### src/rtl/uart_fe_pkg.sv
package uart_fe_pkg;

  typedef struct packed {
    logic brk;
    logic loopb;
    logic podd;
    logic pen;
    logic stop2;
    logic len8;
    logic rxen;
    logic txen;
  } lcfg_t;

  // parity over the selected data bits, inverted for odd mode
  function automatic logic par_bit(input logic [7:0] d, input logic len8, input logic odd);
    return (^{d[7] & len8, d[6:0]}) ^ odd;
  endfunction

  // total bits in a frame: start + 7 data + stop, plus the optional ones
  function automatic logic [3:0] frame_bits(input logic len8, input logic pen, input logic stop2);
    return 4'd9 + {3'b0, len8} + {3'b0, pen} + {3'b0, stop2};
  endfunction

endpackage

### src/rtl/uart_fe_tx.sv
module uart_fe_tx
  import uart_fe_pkg::*;
#(
  parameter int OSR = 13
) (
  input  logic       clk,
  input  logic       rst_n,
  input  logic       tick,
  input  lcfg_t      cfg,
  input  logic       hold,
  input  logic [7:0] data,
  input  logic       valid,
  output logic       ready,
  output logic       line,
  output logic       idle,
  output logic       sending,
  output logic       loading
);
  localparam int CW = $clog2(OSR);

  typedef enum logic [1:0] {S_IDLE, S_LOAD, S_SEND} st_t;

  st_t         st;
  logic [CW-1:0] cnt;
  logic [11:0] sh;
  logic [3:0]  idx;
  logic [3:0]  last;
  logic [11:0] frame;

  always_comb begin
    frame    = '1;
    frame[0] = 1'b0;
    for (int i = 0; i < 7; i++) frame[1+i] = data[i];
    if (cfg.len8) frame[8] = data[7];
    if (cfg.pen) begin
      if (cfg.len8) frame[9] = par_bit(data, 1'b1, cfg.podd);
      else          frame[8] = par_bit(data, 1'b0, cfg.podd);
    end
  end

  assign ready   = cfg.txen && (st == S_IDLE) && !hold;
  assign idle    = (st == S_IDLE);
  assign sending = (st == S_SEND);
  assign loading = (st == S_LOAD);
  assign line    = (st == S_SEND) ? sh[0] : 1'b1;

  always_ff @(posedge clk or negedge rst_n) begin
    if (!rst_n) begin
      st   <= S_IDLE;
      cnt  <= '0;
      sh   <= '1;
      idx  <= '0;
      last <= '0;
    end else begin
      unique case (st)
        S_IDLE: if (valid && ready) begin
          sh   <= frame;
          last <= frame_bits(cfg.len8, cfg.pen, cfg.stop2) - 4'd1;
          st   <= S_LOAD;
        end
        S_LOAD: if (tick) begin
          st  <= S_SEND;
          cnt <= '0;
          idx <= '0;
        end
        S_SEND: if (tick) begin
          if (cnt == CW'(OSR - 1)) begin
            cnt <= '0;
            sh  <= {1'b1, sh[11:1]};
            if (idx == last) st <= S_IDLE;
            else             idx <= idx + 4'd1;
          end else begin
            cnt <= cnt + 1'b1;
          end
        end
        default: st <= S_IDLE;
      endcase
    end
  end
endmodule

### src/rtl/uart_fe_rx.sv
module uart_fe_rx
  import uart_fe_pkg::*;
#(
  parameter int OSR = 13,
  parameter int MID = 6
) (
  input  logic       clk,
  input  logic       rst_n,
  input  logic       tick,
  input  lcfg_t      cfg,
  input  logic       line,
  input  logic       ready,
  output logic [9:0] word,
  output logic       valid,
  output logic       busy,
  output logic       done
);
  localparam int CW = $clog2(OSR);

  typedef enum logic [2:0] {R_IDLE, R_START, R_DATA, R_PAR, R_STOP} st_t;

  st_t           st;
  logic [CW-1:0] cnt;
  logic [2:0]    bitn;
  logic [7:0]    sh;
  logic          pbit;
  logic          mid_hit;
  logic [7:0]    dat;
  logic          perr;

  assign mid_hit = tick && (cnt == CW'(OSR - 1));
  assign dat     = cfg.len8 ? sh : {1'b0, sh[7:1]};
  assign perr    = cfg.pen && (par_bit(dat, cfg.len8, cfg.podd) != pbit);
  assign busy    = (st != R_IDLE);

  always_ff @(posedge clk or negedge rst_n) begin
    if (!rst_n) begin
      st    <= R_IDLE;
      cnt   <= '0;
      bitn  <= '0;
      sh    <= '0;
      pbit  <= 1'b0;
      word  <= '0;
      valid <= 1'b0;
      done  <= 1'b0;
    end else begin
      done <= 1'b0;
      if (ready) valid <= 1'b0;
      if (!cfg.rxen) begin
        st <= R_IDLE;
      end else begin
        unique case (st)
          R_IDLE: if (tick && !line) begin
            st  <= R_START;
            cnt <= '0;
          end
          R_START: if (tick) begin
            if (cnt == CW'(MID - 1)) begin
              st   <= line ? R_IDLE : R_DATA;
              cnt  <= '0;
              bitn <= '0;
            end else begin
              cnt <= cnt + 1'b1;
            end
          end
          R_DATA: if (tick) begin
            if (mid_hit) begin
              cnt  <= '0;
              sh   <= {line, sh[7:1]};
              bitn <= bitn + 3'd1;
              if (bitn == (cfg.len8 ? 3'd7 : 3'd6))
                st <= cfg.pen ? R_PAR : R_STOP;
            end else cnt <= cnt + 1'b1;
          end
          R_PAR: if (tick) begin
            if (mid_hit) begin
              cnt  <= '0;
              pbit <= line;
              st   <= R_STOP;
            end else cnt <= cnt + 1'b1;
          end
          R_STOP: if (tick) begin
            if (mid_hit) begin
              cnt   <= '0;
              word  <= {!line, perr, dat};
              valid <= 1'b1;
              done  <= 1'b1;
              st    <= R_IDLE;
            end else cnt <= cnt + 1'b1;
          end
          default: st <= R_IDLE;
        endcase
      end
    end
  end
endmodule

### src/rtl/uart_fe_brk.sv
module uart_fe_brk #(
  parameter int OSR   = 13,
  parameter int BRK_W = 12
) (
  input  logic             clk,
  input  logic             rst_n,
  input  logic             tick,
  input  logic             start,
  input  logic [BRK_W-1:0] count,
  output logic             active,
  output logic             done
);
  localparam int CW = $clog2(OSR);

  logic [BRK_W-1:0] rem;
  logic [CW-1:0]    cnt;

  always_ff @(posedge clk or negedge rst_n) begin
    if (!rst_n) begin
      active <= 1'b0;
      done   <= 1'b0;
      rem    <= '0;
      cnt    <= '0;
    end else begin
      done <= 1'b0;
      if (start) begin
        if (count == '0) begin
          done <= 1'b1;
        end else begin
          active <= 1'b1;
          rem    <= count;
          cnt    <= '0;
        end
      end else if (active && tick) begin
        if (cnt == CW'(OSR - 1)) begin
          cnt <= '0;
          if (rem == BRK_W'(1)) begin
            active <= 1'b0;
            done   <= 1'b1;
          end else begin
            rem <= rem - 1'b1;
          end
        end else begin
          cnt <= cnt + 1'b1;
        end
      end
    end
  end
endmodule

### src/rtl/uart_frame_engine.sv
module uart_frame_engine
  import uart_fe_pkg::*;
#(
  parameter int OSR   = 13,
  parameter int MID   = 6,
  parameter int BRK_W = 12
) (
  input  logic             clk,
  input  logic             rst_n,
  input  logic             os_tick,
  input  logic [9:0]       lcr,
  input  logic [BRK_W-1:0] brk_len,
  input  logic [7:0]       tx_data,
  input  logic             tx_valid,
  output logic             tx_ready,
  output logic [9:0]       rx_word,
  output logic             rx_valid,
  input  logic             rx_ready,
  output logic             txd,
  input  logic             rxd,
  output logic [3:0]       status,
  output logic             brk_done
);
  lcfg_t cfg;
  logic  unused_lc;
  logic  rxd_m, rxd_s;
  logic  tx_line, ser_line, rx_in;
  logic  tx_idle, tx_sending, tx_loading;
  logic  brk_active, brk_pend, brk_req_q, brk_start;
  logic  rx_busy, rx_done;

  assign cfg.txen  = lcr[0];
  assign cfg.rxen  = lcr[1];
  assign cfg.len8  = lcr[2];
  assign cfg.stop2 = lcr[3];
  assign cfg.pen   = lcr[4];
  assign cfg.podd  = lcr[5];
  assign cfg.loopb = lcr[7];
  assign cfg.brk   = lcr[9];
  assign unused_lc = ^{lcr[8], lcr[6]};

  // two-stage synchronizer on the external line
  always_ff @(posedge clk or negedge rst_n) begin
    if (!rst_n) begin
      rxd_m <= 1'b1;
      rxd_s <= 1'b1;
    end else begin
      rxd_m <= rxd;
      rxd_s <= rxd_m;
    end
  end

  // break request: edge detect, held until the transmitter is idle
  assign brk_start = brk_pend && tx_idle && !brk_active;
  always_ff @(posedge clk or negedge rst_n) begin
    if (!rst_n) begin
      brk_req_q <= 1'b0;
      brk_pend  <= 1'b0;
    end else begin
      brk_req_q <= cfg.brk;
      if (brk_start)                  brk_pend <= 1'b0;
      else if (cfg.brk && !brk_req_q) brk_pend <= 1'b1;
    end
  end

  uart_fe_tx #(.OSR(OSR)) u_tx (
    .clk(clk), .rst_n(rst_n), .tick(os_tick), .cfg(cfg),
    .hold(brk_active | brk_pend), .data(tx_data), .valid(tx_valid),
    .ready(tx_ready), .line(tx_line), .idle(tx_idle),
    .sending(tx_sending), .loading(tx_loading)
  );

  uart_fe_brk #(.OSR(OSR), .BRK_W(BRK_W)) u_brk (
    .clk(clk), .rst_n(rst_n), .tick(os_tick), .start(brk_start),
    .count(brk_len), .active(brk_active), .done(brk_done)
  );

  assign ser_line = tx_line & ~brk_active;
  assign rx_in    = cfg.loopb ? ser_line : rxd_s;
  assign txd      = cfg.loopb ? 1'b1 : ser_line;

  uart_fe_rx #(.OSR(OSR), .MID(MID)) u_rx (
    .clk(clk), .rst_n(rst_n), .tick(os_tick), .cfg(cfg), .line(rx_in),
    .ready(rx_ready), .word(rx_word), .valid(rx_valid),
    .busy(rx_busy), .done(rx_done)
  );

  assign status = {rx_valid, rx_busy, tx_loading, tx_sending | brk_active};
endmodule

### config.mk
export PLATFORM = sky130hd
export DESIGN_NAME = uart_frame_engine
export DESIGN_NICKNAME = d
export VERILOG_FILES = /design/src/rtl/uart_fe_pkg.sv /design/src/rtl/uart_fe_tx.sv /design/src/rtl/uart_fe_rx.sv /design/src/rtl/uart_fe_brk.sv /design/src/rtl/uart_frame_engine.sv
export SDC_FILE = /design/constraint.sdc
export NUM_CORES = 1
export LEC_CHECK = 0
export BUFFER_PORTS_ARGS = -buffer_cell sky130_fd_sc_hd__clkbuf_2
export CORE_UTILIZATION = 41
export DETAILED_ROUTE_END_ITERATION = 6
export SYNTH_ARGS = -nofsm -noshare
export SYNTH_HDL_FRONTEND = slang
export SYNTH_SLANG_ARGS = --single-unit
### constraint.sdc
create_clock -name clk -period 2.5 [get_ports clk]
set_input_delay 0.125 -clock clk [delete_from_list [all_inputs] [get_ports clk]]
set_output_delay 0.125 -clock clk [all_outputs]
set_load 0.05 [all_outputs]
==> flow_summary.toml, run 1 <==
[global_routing]
antenna_found_initial = 0
overflow = 0
grt_max_degree = 76
grt_use_total = 0.185
first_global_vias = 3284
grt_first_pass_wirelength_um = 15400

[yosys]
synth_seq_cells = 75
syn_inst = 457
synth_top_area_frac = 0.375
synthesis.nets = 505
syn_area_um2 = 4210
yosys.area.top_type = "dfrtp_1"
synth_top_cells_by_area = "dfrtp_1 (37%), dfstp_2 (7.5%), nand2_1 (5.5%), o21ai_1 (3.5%), ha_1 (3.3%)"
syn_area_per_cell_um2 = 9.20
ys.flop_type = "dfrtp_1"
synth_seq_area_share = 0.450
synth_async_sr_flop_share = 1.00
synth_warnings = 0
post_synth_num_cell_types = 62
synth_edf_count = 0

[place]
gp_congestion = 0.815
post-dp-hpwl_um = 6470
place_area_um2 = 4610
io_buffers = 51

[hold_path]
hold_class = "in -> reg"

[cts]
clockBufferDepth = 2
clock_latency_ps = 340
clkTransAtPathRegs_ps = 70
cts_num_sinks = 75
cts-root-buf = "clkbuf_8"
post_cts_resize_count = 0
cts_hold_buf = 10
cts_tree = "built"
cts_buffers = 9
postCtsSetupBuffers = 0
h-tree-depth = 3

[timing]
worst_pin_slew_ps = 957
slew_viol_final = 0
skew_ps = 5.47
post-route-min-period_ps = 2050
fmax_ghz = 0.487
slew_headroom = 0.362
rsz0062_at_grt = "false"
hold_viol_final = 0
tns_ps = 0
setup_viol = 0
post-route-period-util = 0.821

[cells_and_area]
diodes = 0
postLayoutCellArea_um2 = 4870
area_growth_pct = 15.9
nets = 567
utilization = 0.494
drive_above_1_share = 0.198

[setup_path]
path_class = "reg -> reg"
cp-start-kind = "flip-flop"
crit_arrival_ps = 2280
path_buf_inv = 1
crit_path_max_fanout = 21
path_cells = "or4b_4, a31oi_4, a21oi_1, buf_4, o21ai_1, o21ai_1"
crit_path_frequent_cell = "o21ai_1"
r2r_slack_ps = 450
slowest_delay_ps = 690
crit_path_top_delay_cell = "or4b_4"
critPathCaptureType = "flip-flop"
crit_family = "simple AND/OR/NAND/NOR gates"
worstPathRequired_ps = 2720

[detailed_routing]
dr_total_vias = 3534
routed_via_density = 5.38
drt_pre_antenna_iters = 5
ant_nets = 0
drt_iter0_drc = 168
wl_per_cell_um = 13.8
routed_wl_um = 9040
remaining_drc_errors = 0

[floorplanning]
rows = 36
ioPinCount = 54
die-width_um = 103
die_y_um = 103
coreArea_um2 = 9860
die-area_um2 = 10700
initial_core_util = 0.426

[pwr]
peakVddDrop_mv = 0.340
p_leak_nw = 2.22
powerDensity_nw_per_um2 = 832

[run_status]
status = "completed"

[flow_run]
cap_violations = 0
layout by cell type (no fill, tap or decap), drive strengths merged, types with 4 or more instances in the layout:
master and count:
nor3 9, nor4 9, nand2 63, a31oi 13
nand4 6, nand3 13, o21ai 56, nand2b 7
ha 11, nor2 29, dfstp 12, o22ai 4
inv 20, xor2 5, xnor2 14, nor3b 5
a21oi 26, and3 5, dlygate4sd3 10, mux2 12
clkbuf 64, buf 11, mux2i 6, dfrtp 63
o31ai 4, nor2b 5
sequential cells by signal, indices dropped and copies added, names as in the netlist:
register      count
brk_pend          1
brk_req_q         1
rxd_m             1
rxd_s             1
u_brk.active      1
u_brk.cnt         4
u_brk.done        1
u_brk.rem        12
u_rx.bitn         3
u_rx.cnt          4
u_rx.pbit         1
u_rx.sh           8
u_rx.st           3
u_rx.valid        1
u_rx.word        10
u_tx.cnt          4
u_tx.idx          4
u_tx.last         3
u_tx.sh          10
u_tx.st           2
area by class of cell:
type / count / area (um2)
Sequential cell: 75 / 1890
Fill cell: 902 / 4990
Multi-Input combinational cell: 342 / 2140
Timing Repair Buffer: 71 / 433
Tap cell: 133 / 166
Clock buffer: 14 / 153
Clock inverter: 2 / 12.5
Inverter: 20 / 75.1
cells in the mapped netlist, drive strengths merged (12+ instances only):
master and number:
mux2 12, nand2 63, o21ai 56, a21oi 26, nand3 13, a31oi 13
xnor2 14, nor2 29, dfrtp 63, inv 20, dfstp 12
per-layer routing:
layer	GRT usage	vias to the layer above	wire, um
met3	0.0289	4	269
met4	0.0618	0	42
li1	-	1751	-
met5	0	-	0
met1	0.249	1725	4250
met2	0.306	54	4480
power by group:
part	internal (mW)	switching, mW	total [mW]
registers	1.54	0.287	1.83
clock network	0.388	0.426	0.814
logic	0.595	0.816	1.41
total	2.53	1.53	4.06
stage by stage:
| stage | power, mW | setup WS (ps) | hold slack (ps) | std cells |
|---|---|---|---|---|
| global placement | 3.20 | 509 | 214 | 631 |
| detailed placement | 3.25 | 464 | 224 | 631 |
| floorplan | 2.86 | 651 | -171 | 457 |
| global route | 4.40 | 298 | 42.6 | 657 |
| CTS | 4.10 | 445 | 5.84 | 657 |
| finish | 4.06 | 447 | 24.7 | 657 |
cells by family (layout without fill, tap and decap cells):
kind of cell	count (synthesis)	in the layout	share of synthesized area
AND/OR/NAND/NOR	164	164	0.192
adder cells (fa/ha/maj)	12	12	0.0375
buffers and inverters	40	107	0.0407
AO/OA/AOI/OAI	128	128	0.189
flip-flops	75	75	0.450
XOR/XNOR	20	20	0.0449
multiplexers	18	18	0.0464
worst min-delay path, cell delays in order:
cell      delay, ps
clkbuf_2        100
nand2_1          50
a31oi_1          80
worst paths after layout:
kind | start | end | depth (start not counted)
worst min register to register | rxd_m | rxd_s | 0
worst min-delay path | tx_data[0] | u_tx.sh[1] | 3
worst max register to register | u_brk.active | u_brk.rem[11] | 6
max in group asynchronous | rst_n | u_brk.rem[3] | 2
worst max-delay path | u_brk.active | u_brk.rem[11] | 6
min in group asynchronous | rst_n | u_brk.rem[4] | 2
(Power assumes the default switching activity.)
==> run 2, diff against run 1 <==
==> constraint.sdc (replaced) <==
create_clock -name clk -period 2 [get_ports clk]
set_input_delay 0.1 -clock clk [delete_from_list [all_inputs] [get_ports clk]]
set_output_delay 0.1 -clock clk [all_outputs]
set_load 0.05 [all_outputs]
==> run 2 against run 1 <==
Sequential share of layout area is 1.7 points lower. Worst hold slack better by 4.0 ps. Sequential power is 23% higher. Critical path depth up 1. Flip-flop and latch count stayed put. Critical endpoint is now u_rx.st[1]. Largest cell class unchanged.
==> flow_summary.toml, run 2 (same netlist as run 1, synthesis figures left out) <==
[detailed_routing]
drt_pre_antenna_iters = 4
drt_iter0_drc = 182
routed_wl_um = 9340
dr_total_vias = 3525
wl_per_cell_um = 13.8
remaining_drc_errors = 0
routed_via_density = 5.20
ant_nets = 0

[cts]
clock_latency_ps = 360
clkTransAtPathRegs_ps = 90
h-tree-depth = 3
clockBufferDepth = 2
cts_buffers = 9
cts_tree = "built"
cts_num_sinks = 75
cts-root-buf = "clkbuf_8"

[timing]
post-route-period-util = 0.955
rsz0062_at_grt = "true"
hold_viol_final = 0
fmax_ghz = 0.523
tns_ps = 0
slew_headroom = 0.681
skew_ps = 19.6
slew_viol_final = 0
post-route-min-period_ps = 1910
setup_viol = 0
worst_pin_slew_ps = 479
setup_ws_ps = 89.5

[setup_path]
cp-start-kind = "flip-flop"
path_class = "reg -> reg"
crit_path_top_delay_cell = "dfrtp_1"
reg2reg_from = "u_rx.cnt[0]"
critPathCaptureType = "flip-flop"
r2r_slack_ps = 90
crit_start = "u_rx.cnt[0]"
slowest_delay_ps = 410
path_cells = "inv_1, ha_1, nand4_1, nor3_2, o221ai_2, or2_4, o41ai_2"
worstPathRequired_ps = 2240
crit_arrival_ps = 2150
crit_path_max_fanout = 4

[hold_path]
hold_class = "in -> reg"
hold_path_startpoint = "brk_len[7]"

[pwr]
pwr-share-clk = 0.229
powerDensity_nw_per_um2 = 1060
power_mw = 5.42
comb_power_share = 0.354
seq_power_share = 0.418
cell_internal_pwr_mw = 3.37
p_switching_mw = 2.05
p_leak_nw = 2.34
peakVddDrop_mv = 0.457
switching_share = 0.378

[cells_and_area]
layout_commonest_cell = "dfrtp_1"
area_growth_pct = 21.2
top_register = "u_brk.rem"
largestRegisters = "u_brk.rem x12, u_rx.word x10, u_tx.sh x10"
layout.cells.non_filler = 678
fillers = 907
largest_register_ffs = 12
drive_above_1_share = 0.242
nets = 588
mostFrequentLayoutCells = "dfrtp_1 (63), nand2_1 (62), clkbuf_2 (49)"
diodes = 0

[place]
place_ws_ps = 23.7
io_buffers = 51
gp_congestion = 0.889
post-dp-hpwl_um = 6830
dp.cells = 648

[floorplanning]
die-width_um = 103
rows = 36
die-area_um2 = 10700
coreArea_um2 = 9860
die_y_um = 103
ioPinCount = 54
initial_core_util = 0.426

[global_routing]
grt_use_total = 0.190
grt_first_pass_wirelength_um = 15600
grt_max_degree = 37
antenna_found_initial = 0
first_global_vias = 3352
overflow = 0

[flow_run]
cap_violations = 0

[run_status]
status = "completed"
## run 2: cell count changes in the layout (fill, tap and decap cells not counted), sizes merged
cell / before / now
bufinv: 0 / 1
dlygate4sd3: 10 / 11
clkbuf: 64 / 59
clkinv: 1 / 0
inv: 20 / 24
clkinvlp: 1 / 2
buf: 11 / 31
## run 2: metrics by stage
step                hold slack (ps)  utilization  area, um2
finish                         28.7        0.517       5100
global route                   28.8        0.517       5100
CTS                            17.2        0.512       5050
detailed placement             90.6        0.480       4740
global placement               81.8        0.480       4740
floorplan                      -196            -       4210
## run 2: power by group through the flow
stage                     combinational, mW  sequential (mW)  clock (mW)
after floorplan                        1.38             2.20           0
after global placement                 1.82             2.27           0
after detailed placement               1.86             2.29           0
after CTS                              1.89             2.26        1.28
after global routing                   2.19             2.32        1.34
final                                  1.92             2.26        1.24
## run 2: layout make-up
class	count	area, um2	share of cell area
Sequential cell	75	1890	0.371
Inverter	20	75.1	0.0147
Clock inverter	7	82.6	0.0162
Clock buffer	9	124	0.0243
Multi-Input combinational cell	342	2160	0.424
Timing Repair Buffer	92	596	0.117
Tap cell	133	166	0.0326
## run 2: per-layer routing
layer / vias up / track usage / wire [um]
met3: 2 / 0.0417 / 370
met2: 65 / 0.296 / 4450
met1: 1659 / 0.259 / 4480
met5: - / 0 / 0
met4: 0 / 0.0737 / 34
li1: 1799 / - / -
## run 2: repair_timing
item / CTS / global route
setup buffers: 0 / 3
hold buffers: 11 / 0
endpoints found under the setup margin: 0 / 7
hold endpoints to repair: 42 / 0
gates resized for setup: 0 / 6
## run 2: path summary, 6_finish.rpt
check | to | cells after the start
max in group asynchronous | rxd_m | 3
min | u_brk.rem[7] | 3
min in group asynchronous | brk_pend | 2
min reg2reg | rxd_s | 0
max reg2reg | u_rx.st[1] | 7
max | u_rx.st[1] | 7
## run 2: worst max-delay path: cells and delay by family, from the launching register on
kind	cells	cell delay (ps)
compound gates	2	450
flops	1	410
buf+inv	1	100
simple gates	3	690
fa+ha+maj	1	160
==> run 3, diff against run 2 <==
==> constraint.sdc (replaced) <==
create_clock -name clk -period 1.85 [get_ports clk]
set_input_delay 0.37 -clock clk [delete_from_list [all_inputs] [get_ports clk]]
set_output_delay 0.37 -clock clk [all_outputs]
set_load 0.05 [all_outputs]
==> run 3 against run 2 <==
The flow now finishes with violations (setup timing). Sequential share of layout area down 2.2 points. Worst setup slack worse by 110 ps. Cell count up 2.5%. Largest power group is now combinational logic.
==> flow_summary.toml, run 3 (same netlist as run 1, synthesis figures left out) <==
[cts]
clkTransAtPathRegs_ps = 80
clockBufferDepth = 2
cts_buffers = 9
cts-root-buf = "clkbuf_8"
cts_num_sinks = 75
cts_tree = "built"
h-tree-depth = 3
clock_latency_ps = 360

[detailed_routing]
routed_wl_um = 9950
wl_per_cell_um = 14.3
routed_via_density = 5.36
dr_total_vias = 3724
drt_iter0_drc = 161
drt_pre_antenna_iters = 4
remaining_drc_errors = 0
ant_nets = 0

[timing]
tns_ps = -30.5
setup_ws_ps = -16.1
holdWs_ps = 114
post-route-min-period_ps = 1870
fmax_ghz = 0.536
skew_ps = 10.8
slew_viol_final = 0
worst_pin_slew_ps = 431
slew_headroom = 0.712
hold_viol_final = 0
post-route-period-util = 1.01
rsz0062_at_grt = "true"
setup_viol = 5

[global_routing]
grt_use_met1 = 0.252
grt_use_total = 0.190
met2_usage = 0.308
grt-busiest-layer = "met2"
grt_first_pass_wirelength_um = 15700
first_global_vias = 3438
grt_max_degree = 32
overflow = 0
antenna_found_initial = 0
use_met3 = 0.0403

[floorplanning]
coreArea_um2 = 9860
ioPinCount = 54
rows = 36
die_y_um = 103
initial_core_util = 0.426
die-width_um = 103
die-area_um2 = 10700

[setup_path]
slowest_delay_ps = 560
critPathCaptureType = "flip-flop"
crit_path_top_delay_cell = "or4b_4"
reg2reg_to = "u_brk.rem[10]"
r2r_slack_ps = -20
cp-start-kind = "flip-flop"
reg2reg_from = "u_brk.active"
worstPathRequired_ps = 2080
r2r_cells = 7
path_class = "reg -> reg"
path_buf_inv = 2
crit_arrival_ps = 2100
crit_family = "simple AND/OR/NAND/NOR gates"
crit_path_max_fanout = 5
path_cells = "buf_4, or4b_4, a31oi_4, a21oi_2, buf_4, o21ai_1, o21ai_1"

[pwr]
powerDensity_nw_per_um2 = 1170
pwr-share-clk = 0.221
p_leak_nw = 2.49
switching_share = 0.360
peakVddDrop_mv = 0.880
cell_internal_pwr_mw = 4.08
comb_power_share = 0.403
p_switching_mw = 2.30
seq_power_share = 0.376

[cells_and_area]
top_register = "u_brk.rem"
nets = 605
area_growth_pct = 29.0
layout_commonest_cell = "dfrtp_1"
diodes = 0
utilization = 0.550
largest_register_ffs = 12
mostFrequentLayoutCells = "dfrtp_1 (61), nand2_1 (60), buf_4 (50)"
drive_above_1_share = 0.326
largestRegisters = "u_brk.rem x12, u_rx.word x10, u_tx.sh x10"
fillers = 880
postLayoutCellArea_um2 = 5430

[run_status]
status = "finished with violations"
violations = "setup timing"

[hold_path]
hold_path_startpoint = "rxd"
hold-path-endpoint = "rxd_m"
hold_class = "in -> reg"
hold_depth = 1

[place]
post-dp-hpwl_um = 6980
place_area_um2 = 4890
io_buffers = 51
gp_congestion = 0.883

[flow_run]
cap_violations = 0
==> run 3: layer usage <==
layer | part of all wire | vias up
li1 | - | 1831
met1 | 0.47 | 1811
met2 | 0.49 | 69
met3 | 0.029 | 13
met4 | 0.010 | 0
met5 | 0 | -
==> run 3: worst register-to-register path, delay by kind of cell (launching register included) <==
| family | cells | cell delay [ps] |
|---|---|---|
| compound gates | 4 | 480 |
| buf+inv | 2 | 300 |
| flops | 1 | 390 |
| simple gates | 1 | 560 |
==> run 3: through the flow <==
stage	std cells	worst slack (ps)	power, mW
6_report	695	-16.1	6.37
5_1_grt	695	-71.2	6.82
4_1_cts	685	-16.5	6.22
3_5_place_dp	661	-12.8	4.62
3_3_place_gp	661	25.2	4.55
2_1_floorplan	457	1.05	3.87
==> run 3: worst max path at each step <==
| stage | from | end | slack, ps | depth (start not counted) |
|---|---|---|---|---|
| floorplan | u_rx.cnt[0] | u_rx.st[1] | 1 | 7 |
| global placement | u_rx.cnt[0] | u_rx.st[1] | 30 | 7 |
| detailed placement | u_rx.cnt[0] | u_rx.st[2] | -10 | 7 |
| CTS | u_brk.active | tx_ready | -20 | 5 |
| global route | u_brk.active | u_brk.rem[3] | -70 | 7 |
| finish | u_brk.active | u_brk.rem[10] | -20 | 7 |
==> run 3: cell type report <==
cell class	instances	area (um2)	area share
clock inverter	6	90.1	0.0166
multi-input combinational	342	2270	0.418
inverter	20	75.1	0.0138
sequential	75	1890	0.349
timing repair buffer	109	807	0.149
clock buffer	10	128	0.0235
tap	133	166	0.0307
==> run 3: power by group through the flow <==
| stage | sequential, mW | combinational [mW] | clock, mW |
|---|---|---|---|
| 6_report | 2.39 | 2.57 | 1.41 |
| 5_1_grt | 2.45 | 2.85 | 1.52 |
| 4_1_cts | 2.38 | 2.39 | 1.45 |
| 3_5_place_dp | 2.42 | 2.20 | 0 |
| 3_3_place_gp | 2.41 | 2.14 | 0 |
| 2_1_floorplan | 2.38 | 1.49 | 0 |
==> run 3: repair_timing <==
action                     CTS  global route
pin swaps                    4            12
cloned                       0             2
resized for setup           21            30
hold buffers                 1             0
hold endpoints to repair    18             0
setup endpoints to repair    7            44
setup buffers                7             8
